==> src/rtl/sop_pkg.sv <==
// Package: shared constants and the literal-selection cell of the array.
// Assumes: removal bits are stored as {inverse_removed, true_removed}.
package sop_pkg;

    // Default geometry of the array.
    localparam int unsigned DEF_N_IN   = 16;
    localparam int unsigned DEF_N_TERM = 48;
    localparam int unsigned DEF_N_OUT  = 8;

    // Per-crossover literal condition, bit 1 = inverse link removed,
    // bit 0 = true link removed.
    typedef enum logic [1:0] {
        LIT_BOTH_KEPT = 2'b00,
        LIT_TRUE_ONLY = 2'b10,
        LIT_INV_ONLY  = 2'b01,
        LIT_DONT_CARE = 2'b11
    } lit_sel_e;

    // Value a single input contributes to its product term.
    function automatic logic lit_value(input lit_sel_e sel, input logic x);
        logic v;
        case (sel)
            LIT_BOTH_KEPT: v = x & ~x;
            LIT_TRUE_ONLY: v = x;
            LIT_INV_ONLY:  v = ~x;
            LIT_DONT_CARE: v = 1'b1;
            default:       v = 1'b0;
        endcase
        return v;
    endfunction

endpackage

==> src/rtl/sop_cfg_store.sv <==
// Module: configuration store of the array, one row per product term.
// Each row holds the AND-plane removal bits and the OR-plane removal bits.
// Assumes: a row is written only when the index matches its position
// exactly, so indices outside the term range write no row.
module sop_cfg_store #(
    parameter int unsigned N_IN   = 16,
    parameter int unsigned N_TERM = 48,
    parameter int unsigned N_OUT  = 8,
    parameter int unsigned TW     = 6
) (
    input  logic                                 clk,
    input  logic                                 rst_n,
    input  logic                                 wr_en,
    input  logic [TW-1:0]                        wr_term,
    input  logic [2*N_IN-1:0]                    wr_and,
    input  logic [N_OUT-1:0]                     wr_or,
    output logic [N_TERM-1:0][2*N_IN-1:0]        and_map,
    output logic [N_TERM-1:0][N_OUT-1:0]         or_map
);

    localparam int unsigned AW = 2 * N_IN;

    for (genvar t = 0; t < N_TERM; t++) begin : g_row
        logic           row_sel;
        logic [AW-1:0]  and_q;
        logic [N_OUT-1:0] or_q;

        // Row select: exact index match with an active write strobe.
        assign row_sel = wr_en && (wr_term == TW'(t));

        // Row register: cleared by reset, loaded when selected.
        always_ff @(posedge clk) begin
            if (!rst_n) begin
                and_q <= '0;
                or_q  <= '0;
            end else if (row_sel) begin
                and_q <= wr_and;
                or_q  <= wr_or;
            end
        end

        assign and_map[t] = and_q;
        assign or_map[t]  = or_q;
    end

endmodule

==> src/rtl/sop_and_plane.sv <==
// Module: AND plane; forms every product term from the inputs.
// Assumes: and_map row t packs input i's removal bits at [2i+1:2i].
module sop_and_plane #(
    parameter int unsigned N_IN   = 16,
    parameter int unsigned N_TERM = 48
) (
    input  logic [N_IN-1:0]                  in_vars,
    input  logic [N_TERM-1:0][2*N_IN-1:0]    and_map,
    output logic [N_TERM-1:0]                terms
);
    import sop_pkg::*;

    for (genvar t = 0; t < N_TERM; t++) begin : g_term
        logic [N_IN-1:0] lits;

        for (genvar i = 0; i < N_IN; i++) begin : g_lit
            // Literal cell: decode the two removal bits for input i.
            always_comb begin
                lits[i] = lit_value(lit_sel_e'(and_map[t][2*i +: 2]), in_vars[i]);
            end
        end

        // Product: AND of all literal contributions.
        assign terms[t] = &lits;
    end

endmodule

==> src/rtl/sop_or_plane.sv <==
// Module: OR plane; each output sums the product terms linked to it.
// Assumes: or_map row t bit k = 1 removes the link from term t to output k.
module sop_or_plane #(
    parameter int unsigned N_TERM = 48,
    parameter int unsigned N_OUT  = 8
) (
    input  logic [N_TERM-1:0]                terms,
    input  logic [N_TERM-1:0][N_OUT-1:0]     or_map,
    output logic [N_OUT-1:0]                 out_funcs
);

    for (genvar k = 0; k < N_OUT; k++) begin : g_out
        logic [N_TERM-1:0] linked;

        for (genvar t = 0; t < N_TERM; t++) begin : g_link
            // Crossover: pass the term only if its link is kept.
            assign linked[t] = terms[t] & ~or_map[t][k];
        end

        // Sum: OR of linked terms, 0 when none is linked.
        assign out_funcs[k] = |linked;
    end

endmodule

==> src/rtl/sop_logic_array.sv <==
// Module: top of the configurable sum-of-products array.
// Holds the configuration store and evaluates both planes combinationally.
// Assumes: synchronous active-low reset; the store is loaded before use.
module sop_logic_array #(
    parameter int unsigned N_IN   = sop_pkg::DEF_N_IN,
    parameter int unsigned N_TERM = sop_pkg::DEF_N_TERM,
    parameter int unsigned N_OUT  = sop_pkg::DEF_N_OUT,
    localparam int unsigned TW    = (N_TERM > 1) ? $clog2(N_TERM) : 1
) (
    input  logic                 clk,
    input  logic                 rst_n,
    input  logic                 cfg_we,
    input  logic [TW-1:0]        cfg_term,
    input  logic [2*N_IN-1:0]    cfg_and,
    input  logic [N_OUT-1:0]     cfg_or,
    input  logic [N_IN-1:0]      in_vars,
    output logic [N_OUT-1:0]     out_funcs
);

    logic [N_TERM-1:0][2*N_IN-1:0] and_map;
    logic [N_TERM-1:0][N_OUT-1:0]  or_map;
    logic [N_TERM-1:0]             terms;

    sop_cfg_store #(
        .N_IN   (N_IN),
        .N_TERM (N_TERM),
        .N_OUT  (N_OUT),
        .TW     (TW)
    ) u_store (
        .clk     (clk),
        .rst_n   (rst_n),
        .wr_en   (cfg_we),
        .wr_term (cfg_term),
        .wr_and  (cfg_and),
        .wr_or   (cfg_or),
        .and_map (and_map),
        .or_map  (or_map)
    );

    sop_and_plane #(
        .N_IN   (N_IN),
        .N_TERM (N_TERM)
    ) u_and (
        .in_vars (in_vars),
        .and_map (and_map),
        .terms   (terms)
    );

    sop_or_plane #(
        .N_TERM (N_TERM),
        .N_OUT  (N_OUT)
    ) u_or (
        .terms     (terms),
        .or_map    (or_map),
        .out_funcs (out_funcs)
    );

endmodule

==> config.mk <==
export PLATFORM = sky130hd
export DESIGN_NAME = sop_logic_array
export DESIGN_NICKNAME = d
export VERILOG_FILES = /design/src/rtl/sop_pkg.sv /design/src/rtl/sop_cfg_store.sv /design/src/rtl/sop_and_plane.sv /design/src/rtl/sop_or_plane.sv /design/src/rtl/sop_logic_array.sv
export SDC_FILE = /design/constraint.sdc
export NUM_CORES = 2
export LEC_CHECK = 0
export BUFFER_PORTS_ARGS = -buffer_cell sky130_fd_sc_hd__buf_2
export CORE_UTILIZATION = 48
export DETAILED_ROUTE_END_ITERATION = 8
export PLACE_DENSITY = 0.7
export SLEW_MARGIN = 15
export SYNTH_ARGS = -nofsm -noshare
export SYNTH_HDL_FRONTEND = slang
export SYNTH_SLANG_ARGS = --single-unit
==> constraint.sdc <==
create_clock -name clk -period 3.83 [get_ports clk]
set_input_delay 0 -clock clk [delete_from_list [all_inputs] [get_ports clk]]
set_output_delay 0 -clock clk [all_outputs]
set_load 0.005 [all_outputs]
==> implementation parameters <==
Parameter                              Value

Worst setup path
  Critical path peak fanout ... 6
  Kind of capture point of the worst setup path ... output port
  Classification of the worst setup path ... register to output port
  Endpoint required time on the critical path ... 3830 ps
  Kind of launch point of the worst setup path ... register
  Arrival @ worst endpoint ... 3790 ps
  Depth of the worst register-to-register path ... 2

Final layout
  Proportion of layout cells with a drive suffix above 1 ... 7.51%
  Final Instance Area ... 0.0924 mm2
  Area growth from synthesis to layout ... 11.2%
  Commonest non-fill, non-tap cell in the layout ... sky130_fd_sc_hd__nand2_1
  Leading cell types in the layout, fill and taps excluded ... sky130_fd_sc_hd__nand2_1, sky130_fd_sc_hd__dfxtp_1, sky130_fd_sc_hd__a21boi_0
  Nets ... 9799

Routing
  Routed len/inst ... 24.8 um
  Count of routing violations after the opening detailed-route iteration ... 8538
  DR vias/cell ... 5.89
  Total via count in the routed design ... 72000
  Drt pass-1 iters ... 7
  Count of antenna-violating nets left after detailed routing ... 0
  DRC ... 0
  Routed wire length ... 303000 um

GRT
  Number of antenna violations at the first check in global routing ... 8
  First-pass GRT wire length ... 443000 um
  Overall Global Routing Usage ... 33.8%
  Maximum number of pins on one net before global-route repair ... 187
  Remaining global-route overflow ... 0
  Number of global-route vias before repair ... 67700

Power
  Power spent charging and discharging nets ... 10200 uW
  Leakage Power ... 0.0311 uW
  Clk network pwr share ... 47.5%
  Cell Pwr Density ... 463 mW/mm2
  Fraction of power spent switching nets ... 23.9%
  Internal power consumption ... 32500 uW
  Worst supply voltage drop on vdd ... 422 uV
  Share of power burned in combinational logic ... 5.5%
  Relative contribution of sequential cells to total power ... 47.0%

Yosys
  Count of mapped cells out of synthesis ... 10000
  Number of different library cells in the post-synthesis netlist ... 30
  Warning count from the yosys run ... 0
  Number of nets produced by synthesis ... 10100
  Yosys reg bits ... 1920
  Cell area after synthesis ... 0.0831 mm2
  Mean instance size in the synthesized netlist ... 8.27 um2
  Sequential area share after synthesis ... 46.3%

Timing
  Max Slew Vio Count ... 0
  Final Setup Violations ... 0
  Achievable frequency ... 264 MHz
  Clock period minus worst slack ... 3790 ps
  Setup repair after global routing missed its margin ... false
  Post-route setup TNS ... 0 ps
  Final worst hold slack ... 79.6 ps
  Final Hold Violating Endpoints ... 0
  Final period utilization ... 98.8%
  Max transition margin ... 11.0%
  Max Clock Skew ... 0 ps
  Pin slew with the least headroom to its limit ... 1330 ps

Placed design
  Placement Cell Area ... 0.0851 mm2
  HPWL after detailed placement ... 184000 um
  RD Place Congestion ... 1.04
  Input/output buffers ... 72

Floorplanning
  IO Count ... 73
  Effective utilization at floorplan ... 48.4%
  Core Rows ... 152
  Height of the die ... 418 um
  Standard cell core area ... 0.172 mm2
  Die boundary width ... 418 um
  Die outline area ... 0.175 mm2

Worst hold path
  Worst hold path cell count ... 6
  Class of the tightest hold or removal check ... input port to register

Clocking
  Number of buffers on the longest clock path ... 3
  Deepest level of the CTS H-tree ... 4
  Clock latency reported for the late side of the worst-skew pair ... 880 ps
  Clock Sink Count ... 1920
  TritonCTS clock tree ... yes
  Clock buffer count from CTS ... 199
  Clock root cell ... sky130_fd_sc_hd__clkbuf_16
  Clock slew at reported path FFs ... 60 ps

Run
  Maximum Capacitance Violations ... 0

Status
  Run status ... finished clean
flip-flops by register name, summed over array words and instances, names as in the netlist:
signal and cells:
u_store.g_row.and_q 1536, u_store.g_row.or_q 384
repair_timing:
item                                     CTS  global route
gates resized for setup                    0             0
endpoints found under the hold margin   1463             0
buffers inserted                           0             1
endpoints found under the setup margin     0             1
hold buffers                              45             0
metal layers:
metal  global-route usage [%]  vias to the layer above  part of all wire [%]
li1                         -                    32600                     -
met3                     5.81                      835                   9.5
met1                     44.8                    35000                    41
met5                        0                        -                0.0036
met4                     15.8                        2                   5.2
met2                     53.4                     3528                    45
worst paths after layout:
path	startpoint	end	slack (ps)
max reg2reg	u_store.g_row[47].or_q[2]	u_store.g_row[47].or_q[2]	2990
max	u_store.g_row[0].and_q[25]	out_funcs[0]	40
min reg2reg	u_store.g_row[21].and_q[26]	u_store.g_row[21].and_q[26]	450
min	cfg_term[4]	u_store.g_row[37].or_q[1]	80
power groups by stage:
stage	clock network (uW)	registers, uW	logic (uW)
floorplan	0	20500	1280
global placement	0	20500	2220
detailed placement	0	20500	2240
CTS	20400	20100	2280
global route	21200	20100	2360
finish	20300	20100	2370
stage by stage:
| stage | setup slack, ps | total power, uW | utilization, % | cells |
|---|---|---|---|---|
| 4_1_cts | 0.877 | 42800 | 53.8 | 12200 |
| 6_report | 44.8 | 42800 | 53.8 | 12200 |
| 5_1_grt | 59.8 | 43700 | 53.8 | 12200 |
| 3_5_place_dp | 597 | 22800 | 49.5 | 11800 |
| 3_3_place_gp | 608 | 22800 | 49.5 | 11800 |
| 2_1_floorplan | 2180 | 21800 | - | 10000 |
worst max-delay path: stages (launching register included):
cell	delay, ps
sky130_fd_sc_hd__dfxtp_1	340
sky130_fd_sc_hd__mux2i_1	90
sky130_fd_sc_hd__nor4_1	580
sky130_fd_sc_hd__buf_4	220
sky130_fd_sc_hd__nand4_2	370
sky130_fd_sc_hd__o22ai_1	610
sky130_fd_sc_hd__nor4_1	160
sky130_fd_sc_hd__nand4_1	340
sky130_fd_sc_hd__buf_2	190
cell type report:
cell class	instances	area, um2
fill	15400	79300
multi-input combinational	7217	40700
sequential	1920	38400
clock buffer	305	5970
timing repair buffer	396	3540
tap	2310	2890
clock inverter	58	900
antenna	3	7.51
Yosys cell counts:
library cell	count	area [um2]
sky130_fd_sc_hd__a21boi_0	1762	13200
sky130_fd_sc_hd__a21boi_1	158	1190
sky130_fd_sc_hd__and3b_1	1	8.76
sky130_fd_sc_hd__buf_2	41	205
sky130_fd_sc_hd__buf_4	14	105
sky130_fd_sc_hd__buf_6	79	890
sky130_fd_sc_hd__buf_8	1	15.0
sky130_fd_sc_hd__clkbuf_1	770	2890
sky130_fd_sc_hd__clkbuf_2	1	5.00
sky130_fd_sc_hd__dfxtp_1	1920	38400
sky130_fd_sc_hd__mux2i_1	768	7690
sky130_fd_sc_hd__nand2_1	3900	14600
sky130_fd_sc_hd__nand2b_1	4	25.0
sky130_fd_sc_hd__nand3_1	6	30.0
sky130_fd_sc_hd__nand3b_1	1	7.51
sky130_fd_sc_hd__nand4_1	49	307
sky130_fd_sc_hd__nand4_2	18	225
sky130_fd_sc_hd__nand4_4	2	42.5
sky130_fd_sc_hd__nor2_1	132	495
sky130_fd_sc_hd__nor2b_1	4	25.0
sky130_fd_sc_hd__nor3_1	10	50.1
sky130_fd_sc_hd__nor3b_1	1	7.51
sky130_fd_sc_hd__nor4_1	197	1230
sky130_fd_sc_hd__o221ai_1	8	70.1
sky130_fd_sc_hd__o22a_1	8	70.1
sky130_fd_sc_hd__o22ai_1	176	1100
sky130_fd_sc_hd__or2_2	1	6.26
sky130_fd_sc_hd__or3_1	6	37.5
sky130_fd_sc_hd__or3b_2	1	8.76
sky130_fd_sc_hd__or4_1	4	30.0
logic make-up (layout without fill, tap and decap cells):
kind of cell / Yosys count / count (layout) / share of synthesized area, %
buf+inv: 906 / 759 / 4.95
other cells: 0 / 3 / 0
compound gates: 2112 / 2112 / 18.8
simple gates: 4337 / 4337 / 20.7
mux: 768 / 768 / 9.25
flops: 1920 / 1920 / 46.3
Note: power is estimated with default switching activity, not from simulation.
